**src/rtl/pwm_pkg.sv**
```systemverilog
package pwm_pkg;
  parameter int PRE_W  = 6;
  parameter int CNT_W  = 10;
  parameter int DATA_W = 32;
  parameter int ADDR_W = 5;
  localparam int ABRUPT_BIT = PRE_W;
  localparam int FULL_BIT   = CNT_W;

  typedef struct packed {
    logic [PRE_W-1:0] pre;
    logic             abrupt;
    logic [CNT_W-1:0] dc;
    logic             full;
    logic [CNT_W-1:0] pv;
  } ch_cfg_t;

  typedef enum logic [1:0] {SEL_CTRL = 2'd0, SEL_DUTY = 2'd1, SEL_PER = 2'd2, SEL_NONE = 2'd3} reg_sel_e;

  function automatic logic duty_on(input logic [CNT_W-1:0] cnt,
                                   input logic [CNT_W-1:0] dc,
                                   input logic full);
    return full || (cnt < dc);
  endfunction

  function automatic logic [DATA_W-1:0] pack_ctrl(input ch_cfg_t c);
    logic [DATA_W-1:0] w;
    w = '0;
    w[PRE_W-1:0] = c.pre;
    w[ABRUPT_BIT] = c.abrupt;
    return w;
  endfunction

  function automatic logic [DATA_W-1:0] pack_duty(input ch_cfg_t c);
    logic [DATA_W-1:0] w;
    w = '0;
    w[CNT_W-1:0] = c.dc;
    w[FULL_BIT] = c.full;
    return w;
  endfunction

  function automatic logic [DATA_W-1:0] pack_per(input ch_cfg_t c);
    logic [DATA_W-1:0] w;
    w = '0;
    w[CNT_W-1:0] = c.pv;
    return w;
  endfunction
endpackage

```
**src/rtl/pwm_regs.sv**
```systemverilog
module pwm_regs
  import pwm_pkg::*;
#(
  parameter int NUM_CH = 2
) (
  input  logic                     clk,
  input  logic                     rst_n,
  input  logic                     wr,
  input  logic [ADDR_W-1:0]        addr,
  input  logic [DATA_W-1:0]        wdata,
  output logic [DATA_W-1:0]        rdata,
  output ch_cfg_t [NUM_CH-1:0]     cfg
);
  localparam int CH_SEL_W = ADDR_W - 4;

  logic [CH_SEL_W-1:0] ch_idx;
  reg_sel_e            sel;
  logic                unused_bits;

  assign ch_idx = addr[ADDR_W-1:4];
  assign sel    = reg_sel_e'(addr[3:2]);
  assign unused_bits = &{1'b0, addr[1:0], wdata[DATA_W-1:FULL_BIT+1]};

  for (genvar c = 0; c < NUM_CH; c++) begin : g_ch
    logic hit;
    assign hit = wr && (ch_idx == CH_SEL_W'(c));
    always_ff @(posedge clk) begin
      if (!rst_n) begin
        cfg[c] <= '0;
      end else if (hit) begin
        case (sel)
          SEL_CTRL: begin
            cfg[c].pre    <= wdata[PRE_W-1:0];
            cfg[c].abrupt <= wdata[ABRUPT_BIT];
          end
          SEL_DUTY: begin
            cfg[c].dc   <= wdata[CNT_W-1:0];
            cfg[c].full <= wdata[FULL_BIT];
          end
          SEL_PER: cfg[c].pv <= wdata[CNT_W-1:0];
          default: ;
        endcase
      end
    end
  end

  always_comb begin
    rdata = '0;
    for (int c = 0; c < NUM_CH; c++) begin
      if (ch_idx == CH_SEL_W'(c)) begin
        case (sel)
          SEL_CTRL: rdata = pack_ctrl(cfg[c]);
          SEL_DUTY: rdata = pack_duty(cfg[c]);
          SEL_PER:  rdata = pack_per(cfg[c]);
          default:  rdata = '0;
        endcase
      end
    end
  end
endmodule

```
**src/rtl/pwm_chan.sv**
```systemverilog
module pwm_chan
  import pwm_pkg::*;
(
  input  logic    clk,
  input  logic    rst_n,
  input  logic    en,
  input  ch_cfg_t cfg,
  output logic    out,
  output logic    run_o,
  output logic    tick_o,
  output logic    pend_o
);
  logic             run;
  logic [PRE_W-1:0] pre_cnt;
  logic [CNT_W-1:0] cnt;
  logic [PRE_W-1:0] a_pre;
  logic [CNT_W-1:0] a_dc;
  logic [CNT_W-1:0] a_pv;
  logic             a_full;
  logic             tick;
  logic             pend;
  logic             kill;

  assign tick = run && (pre_cnt == a_pre);
  assign pend = tick && (cnt == a_pv);
  assign kill = run && cfg.abrupt && !en;
  assign out  = run && !kill && duty_on(cnt, a_dc, a_full);

  always_ff @(posedge clk) begin
    if (!rst_n) begin
      run     <= 1'b0;
      pre_cnt <= '0;
      cnt     <= '0;
      a_pre   <= '0;
      a_dc    <= '0;
      a_pv    <= '0;
      a_full  <= 1'b0;
    end else if (!run) begin
      pre_cnt <= '0;
      cnt     <= '0;
      if (en) begin
        run    <= 1'b1;
        a_pre  <= cfg.pre;
        a_dc   <= cfg.dc;
        a_pv   <= cfg.pv;
        a_full <= cfg.full;
      end
    end else if (kill) begin
      run     <= 1'b0;
      pre_cnt <= '0;
      cnt     <= '0;
    end else if (tick) begin
      pre_cnt <= '0;
      if (pend) begin
        cnt    <= '0;
        a_pre  <= cfg.pre;
        a_dc   <= cfg.dc;
        a_pv   <= cfg.pv;
        a_full <= cfg.full;
        if (!en) run <= 1'b0;
      end else begin
        cnt <= cnt + 1'b1;
      end
    end else begin
      pre_cnt <= pre_cnt + 1'b1;
    end
  end

  assign run_o  = run;
  assign tick_o = tick;
  assign pend_o = pend;
endmodule

```
**src/rtl/pwm_prescaled.sv**
```systemverilog
module pwm_prescaled
  import pwm_pkg::*;
#(
  parameter int NUM_CH = 2
) (
  input  logic              clk,
  input  logic              rst_n,
  input  logic              bus_wr,
  input  logic [4:0]        bus_addr,
  input  logic [31:0]       bus_wdata,
  output logic [31:0]       bus_rdata,
  input  logic [NUM_CH-1:0] chan_en,
  output logic [NUM_CH-1:0] pwm_out
);
  ch_cfg_t [NUM_CH-1:0] cfg;
  logic [NUM_CH-1:0]    chan_run;
  logic [NUM_CH-1:0]    chan_tick;
  logic [NUM_CH-1:0]    chan_pend;
  logic [NUM_CH-1:0]    chan_abrupt;

  pwm_regs #(.NUM_CH(NUM_CH)) u_regs (
    .clk   (clk),
    .rst_n (rst_n),
    .wr    (bus_wr),
    .addr  (bus_addr),
    .wdata (bus_wdata),
    .rdata (bus_rdata),
    .cfg   (cfg)
  );

  for (genvar c = 0; c < NUM_CH; c++) begin : g_chan
    assign chan_abrupt[c] = cfg[c].abrupt;
    pwm_chan u_chan (
      .clk    (clk),
      .rst_n  (rst_n),
      .en     (chan_en[c]),
      .cfg    (cfg[c]),
      .out    (pwm_out[c]),
      .run_o  (chan_run[c]),
      .tick_o (chan_tick[c]),
      .pend_o (chan_pend[c])
    );
  end
endmodule

```
**config.mk**
```make
export PLATFORM = sky130hd
export DESIGN_NAME = pwm_prescaled
export DESIGN_NICKNAME = d
export VERILOG_FILES = /design/src/rtl/pwm_pkg.sv /design/src/rtl/pwm_regs.sv /design/src/rtl/pwm_chan.sv /design/src/rtl/pwm_prescaled.sv
export SDC_FILE = /design/constraint.sdc
export NUM_CORES = 1
export LEC_CHECK = 0
export CAP_MARGIN = 20
export CORE_ASPECT_RATIO = 1.25
export CORE_MARGIN = 1.5
export CORE_UTILIZATION = 35
export CTS_CLUSTER_SIZE = 20
export DETAILED_ROUTE_END_ITERATION = 10
export PLACE_DENSITY = 0.55
export SLEW_MARGIN = 20
export SYNTH_ARGS = -nofsm -noshare
export SYNTH_HDL_FRONTEND = slang
export SYNTH_SLANG_ARGS = --single-unit
```
**constraint.sdc**
```tcl
create_clock -name clk -period 3.15 [get_ports clk]
set_input_delay 0.945 -clock clk [delete_from_list [all_inputs] [get_ports clk]]
set_output_delay 0.945 -clock clk [all_outputs]
set_load 0.005 [all_outputs]
```
==> results of run 1 <==
## flip-flops by register name (all words and copies together), names as in the netlist
signal	count
g_chan.u_chan.a_dc	20
u_regs.cfg	56
g_chan.u_chan.a_full	2
g_chan.u_chan.pre_cnt	12
g_chan.u_chan.run_o	2
g_chan.u_chan.cnt	20
g_chan.u_chan.a_pre	12
g_chan.u_chan.a_pv	20
## cell type report
cell class,instances,area [µm²],share of cell area [%]
sequential,144,2880,33.5
tap,270,338,3.92
timing repair buffer,76,661,7.68
clock buffer,23,488,5.67
inverter,31,116,1.35
clock inverter,9,154,1.79
multi-input combinational,634,3970,46.1
## per-stage QoR
step / util (%) / setup WS (ps) / instance area (µm²) / hold WS [ps]
floorplan: - / 159 / 7230 / 435
global placement: 38.8 / -617 / 7810 / 444
detailed placement: 38.8 / -634 / 7810 / 448
CTS: 42.7 / 14.6 / 8590 / 461
global route: 42.8 / 20.7 / 8610 / 473
finish: 42.8 / 53.1 / 8610 / 457
## where the power goes
part	internal [W]	leakage [nW]	switching, W
logic	0.000179	1.89	0.000224
clock network	0.00141	0.309	0.000777
registers	0.00185	1.16	0.0000240
total	0.00344	3.36	0.00102
## what timing repair did
action | 4_1_cts | 5_1_grt
setup endpoints to repair | 13 | 8
buffers inserted | 8 | 1
cloned | 1 | 0
hold endpoints to repair | 0 | 0
gates resized for setup | 79 | 8
pin swaps | 18 | 5
## per-layer routing
metal  share of wire [%]  GRT usage (%)
met1                  44           19.5
met5                   0              0
met2                  51           30.1
met3                 2.1           3.15
met4                 2.1           6.44
## cell families after synthesis
group / share of synthesized area, %
AOI/OAI and AO/OA: 10.6
xor gates and xnor gates: 7.10
adders and majority gates: 3.85
buffers and inverters: 6.98
DFF: 40.3
muxes: 10.6
other: 0.0524
and+or+nand+nor: 20.5
## cell usage in the layout, fill, tap and decap left out, drive strengths merged, types with 25 or more instances in the layout
cell,netlist,layout
a21boi,42,42
a21oi,35,35
buf,29,54
clkbuf,36,25
dfxtp,144,144
inv,31,31
mux2i,76,76
nand2,207,207
nor2,62,62
xor2,36,36
## worst max path at each step
stage	startpoint	end	slack [ps]	cells past startpoint
after CTS	bus_addr[2]	bus_rdata[2]	10	8
after detailed placement	bus_addr[3]	bus_rdata[3]	-630	8
after global routing	bus_addr[4]	bus_rdata[6]	20	7
after floorplan	bus_addr[2]	bus_rdata[7]	160	5
final	bus_addr[4]	bus_rdata[2]	50	7
after global placement	bus_addr[3]	bus_rdata[1]	-620	8
## worst reg2reg max path, delay by kind of cell, from the launching register on
family | cells | cell delay (ps)
DFF | 1 | 390
xor gates and xnor gates | 1 | 140
muxes | 1 | 250
and+or+nand+nor | 3 | 1020
buffers and inverters | 1 | 410
AOI/OAI and AO/OA | 1 | 150
==> run summary, run 1 <==
The depth of the worst hold-timing path is 2. Sorting the synthesized cells by area gives the leading types as dfxtp_1, nand2_1, mux2i_1. Relative to the synthesized area, the layout overhead comes to 20.3%. The clock-pin slew on the worst setup and hold paths is 60 ps. The insertion delay to the later sink of the worst-skew pair came out at 420 ps. The via count of the first global-routing pass came out at 5,404. The detailed-router iteration count before antenna repair is 4. The number of instances in the synthesized netlist is 854. The reported max-cap violation count is 0. The most used flip-flop cell after synthesis is dfxtp_1. The flow ran to the end, and the final reports show no timing, DRC or antenna violations.

The count of filler cells inserted in the layout is 2,034. The count of nets after finishing is 968. The async set or reset register ratio after synthesis came out at 0%. The level count of the clock H-tree is 4. The detailed router placed 5,451 vias in this run. The proportion of synthesized chip area in sequential cells came out at 40.3%. The data arrival time at the worst-slack endpoint came out at 2150 ps. The final-layout setup total negative slack is 0 ps. The remaining max-slew budget at the tightest pin came out at 48.5%.

The maximum fanout encountered on the critical timing path came out at 5. The leakage power came out at 3.36 nW. In this run, CTS created clock tree buffers numbering 17. The startpoint identified for the worst hold timing path is g_chan[0].u_chan.a_dc[7].

The clock arrives with 5.79 ps of skew. The class of the tightest hold or removal check is reg -> reg. After detailed routing, the number of vias per cell comes to 4.59. The time the final worst path needs with I/O delays and setup came out at 3100 ps. The worst endpoint required time is 2200 ps.

The synthesized area divided by synthesized cell count came out at 8.38 µm². The worst hold path terminates at g_chan[0].u_chan.a_dc[7]. Cells with a size suffix above 1 make up 13.0% of the layout. The horizontal die dimension is 131 µm. The floorplan has 58 rows.

Clock tree synthesis selected as its root buffer the cell clkbuf_16. The maximum buffer depth of the clock tree came out at 2. The placed wire-length estimate is 12.2 mm. The number of antenna violations at the first check in global routing came out at 0.

The TritonCTS clock tree is yes. CTS saw 144 sinks. The cell area after technology mapping came out at 7160 µm². STA classifies the critical path endpoint as a primary output.

The count of warnings emitted by yosys is 0. Summed over all layers, the global routing overflow is 0. The largest stage delay on the critical path is 310 ps. The startpoint identified for the worst register-to-register timing path is g_chan[0].u_chan.pre_cnt[3]. The synthesized flop and latch total is 144. The critical path goes through dlygate4sd2_1 > bufbuf_16 > nor2_1 > o21ai_0 > o21ai_2 > a21oi_2 > buf_2.

The kind of cell with the highest combined delay along the critical path is buffers and inverters. The hold violation count in the final report is 0. The vertical die dimension came out at 163 µm. The number of standard cells in the layout, taps in and fillers out came out at 1,187. Dividing the final minimum period by the clock period gives 98.3%. The number of pins exceeding their max-slew limit in the final report is 0.

The worst setup path is of the in -> out kind. The first routing iteration left 207 violations. The maximum ir drop on the vdd rail is 0.310 mV.

Ranked by instance count, the synthesized netlist is headed by nand2_1, dfxtp_1, mux2i_1, nor2_1, a21boi_0. The worst setup path is launched from an input pin. The buffers plus inverters on the worst setup path came out at 3. The area inside the core boundary is 20,100 µm². The largest individual stage delay along the critical path comes from the cell dlygate4sd2_1.

The logic depth of the worst register-to-register path came out at 7. The starting density of the core came out at 35.6%. The final setup violation count came out at 0.

The first-pass GRT wire length is 27.5 mm. The biggest area contributor in the post-synthesis netlist is dfxtp_1. The remaining antenna violation count came out at 0. In the routed design, unresolved DRC markers number 0. The measured slew at the worst slew-check pin came out at 760 ps.

The reg-to-reg setup timing slack came out at 710 ps. The total power of the final layout came out at 0.00446 W. The reg-to-reg endpoint is g_chan[0].u_chan.a_dc[0]. The repair_antennas step left the layout with diodes totalling 0.

The maximum clock frequency is 0.323 GHz. The count of placed standard cells including taps is 1,146. The area share of the largest cell type after synthesis came out at 40.3%. The routed wire length per instance is 14.2 µm.

The largest net degree at the start of global routing came out at 79. After clock tree synthesis, the flow added hold-fix buffers numbering 0. The number of top-level pins is 76. The routed design has 16.8 mm of wire. The die covers 21,300 µm². The global placement routability congestion is 0.795. The post-synthesis cell type count is 42.

Setup repair after global routing left no endpoint under its margin. In this run, synthesis inferred 0 flip-flops with an integrated enable. Among all cell types in the netlist, the one instantiated most often is nand2_1. The count of buffers inserted at the top-level ports is 31. The power density over cell area is 518 nW/µm². The aggregate global-route resource usage came out at 16.8%.
Note: power is estimated with default switching activity, not from simulation.
==> inputs of run 2 (changes only) <==
--- a/config.mk
+++ b/config.mk
@@ -11,6 +11,7 @@
 export CORE_UTILIZATION = 35
 export CTS_CLUSTER_SIZE = 20
 export DETAILED_ROUTE_END_ITERATION = 10
+export MAX_ROUTING_LAYER = met4
 export PLACE_DENSITY = 0.55
 export SLEW_MARGIN = 20
 export SYNTH_ARGS = -nofsm -noshare
==> run summary, run 2 (synthesized netlist as in run 1, its figures left out) <==
Detailed placement finished with a half-perimeter wire length of 12.2 mm. CTS built an H-tree with a depth of 4. The register with the most flip-flops in the layout has 56 of them. The congestion estimate from routability-driven global placement came to 0.806. The number of clock sinks is 144. In this run the register-to-register setup slack is 710 ps. The worst setup path is captured at a primary output. The CTS buffer count came out at 17. The clock-pin slew on the worst setup and hold paths came out at 60 ps. Global routing consumed, over all layers together, 17.3% of the routing resources. On the critical path, the stage with the largest delay is an instance of dlygate4sd2_1.

STA puts the critical path data required time at 2200 ps. The vertical die dimension is 163 µm. Entering global routing, the biggest net connects 79 pins. The initial utilization of the core area, before any placement, comes to 35.6%.

Ranked by flip-flop count, first place goes to u_regs.cfg. The hold violation count in the final report is 0. During I/O placement, the number of pins put on the boundary was 76. After detailed placement, the total cell area comes to 7810 µm². The count of buffers inserted at the top-level ports came out at 31. The area growth from synthesis to layout is 20.3%.

The signal on the critical path passes through dlygate4sd2_1 > bufbuf_16 > nor2_1 > o21ai_0 > o21ai_2 > a21oi_2 > buf_2. The measured slew at the worst slew-check pin came out at 765 ps. The time the final worst path needs with I/O delays and setup is 3090 ps.

The final setup violation count came out at 0. The number of buffers inserted for hold repair after clock tree synthesis is 0. The worst hold-check slack is 457 ps. The area inside the core boundary came out at 20,100 µm².

The TritonCTS clock tree is yes. CTS placed an instance of clkbuf_16 at the clock tree root. Setup repair after global routing left no endpoint under its margin. The mean number of vias per cell is 4.59. The count of filler cells inserted in the layout is 2,034. The number of placement rows is 58.

The count of nets after finishing is 968. The maximum buffer depth of the clock tree is 2. The post-layout instance area came out at 8610 µm². The detailed-router iteration count before antenna repair came out at 4. The routed wire length per instance came out at 14.2 µm. The number of antenna violations at the first check in global routing came out at 0.

The min-delay analysis places its worst path in the category reg -> reg. The maximum fanout encountered on the critical timing path came out at 5. The share of layout cells above drive strength 1 is 13.0%.

The clock skew is 7.39 ps. Dividing the final minimum period by the clock period gives 98.2%. The die footprint is 21,300 µm². The number of pins exceeding their max-slew limit in the final report is 0. The remaining max-slew budget at the tightest pin is 48.2%.

The first-pass GRT wire length came out at 27.5 mm. The via count of the first global-routing pass came to 5,390. The worst setup path is of the in -> out kind. The flow ran to the end, and the final reports show no timing, DRC or antenna violations. met2 is the most crowded layer. The maximum ir drop on the vdd rail came out at 0.307 mV. The total via count in the routed design came out at 5,449. The total congestion overflow after global routing came out at 0. The maximum clock frequency came out at 0.323 GHz. The final worst slack is 56.5 ps. The aggregate routed wire length is 16.8 mm. The library cell used most frequently in the layout, excluding fill and tap cells, is nand2_1.

The data arrival time at the worst-slack endpoint came out at 2150 ps. The remaining antenna violation count is 0. The library cells used most frequently in the layout, excluding fill and tap cells, are nand2_1, dfxtp_1, mux2i_1, nor2_1, a21boi_0. The first routing iteration left 216 violations.

For this design the static power due to leakage is 3.36 nW. The met1 demand-to-capacity share in global routing is 19.6%. The diode insertion count for antenna repair is 0. At the later pin of the worst-skew pair, clock insertion delay measures 420 ps. The element type at the critical path start is an input pin. The largest stage delay on the critical path is 310 ps.

The post-place setup slack came out at -634 ps. The global-route met3 utilization came out at 3.09%. The power density over cell area came out at 518 nW/µm². The die is 131 µm wide. The met2 track demand over resource in global routing is 30.1%. The reported max-cap violation count came out at 0. The remaining design rule violation count is 0.
-- run 2: cell counts in the layout (fill, tap and decap cells not counted) --
Identical to the previous run, type by type.
-- run 2: final timing paths --
| path | to | depth (start not counted) | from |
|---|---|---|---|
| hold reg to reg | g_chan[0].u_chan.a_dc[7] | 2 | g_chan[0].u_chan.a_dc[7] |
| hold / removal | g_chan[0].u_chan.a_dc[7] | 2 | g_chan[0].u_chan.a_dc[7] |
| setup / recovery | bus_rdata[2] | 7 | bus_addr[4] |
| setup reg to reg | g_chan[0].u_chan.a_dc[0] | 7 | g_chan[0].u_chan.pre_cnt[3] |
-- run 2: power breakdown --
part           switching (W)  leakage (nW)  internal [W]
clock               0.000773         0.309       0.00141
sequential         0.0000240          1.16       0.00185
combinational       0.000224          1.89      0.000179
-- run 2: metrics by stage --
step                power, W  setup TNS, ps  instances  utilization [%]
global route         0.00460              0       1187             42.8
detailed placement   0.00230          -6760       1146             38.8
CTS                  0.00450              0       1186             42.7
floorplan            0.00218              0        874                -
global placement     0.00229          -6760       1146             38.8
finish               0.00446              0       1187             42.8
-- run 2: what timing repair did --
item | CTS | global route
setup endpoints to repair | 13 | 8
pin swaps | 18 | 5
buffers inserted | 8 | 1
gates cloned | 1 | 0
resized for setup | 79 | 8
-- run 2: worst max-delay path, delay by kind of cell --
kind                   cells  cell delay [ps]
buffers and inverters      3              740
AOI/OAI and AO/OA          3              420
and+or+nand+nor            1               30
-- run 2: routing by layer --
metal / vias up / share of wire [%] / wire length [µm]
met5: - / 0 / 0
met4: 0 / 1.8 / 299
met3: 19 / 2.2 / 376
met2: 64 / 52 / 8700
met1: 2489 / 44 / 7450
li1: 2877 / - / -
-- run 2: cell type report --
cell class / instances / area, µm² / area share [%]
multi-input cells: 634 / 3970 / 46.1
repair buffers: 76 / 661 / 7.68
flip-flops and latches: 144 / 2880 / 33.5
well taps: 270 / 338 / 3.92
clock buffers: 23 / 488 / 5.67
inverters: 31 / 116 / 1.35
clock inverters: 9 / 154 / 1.79
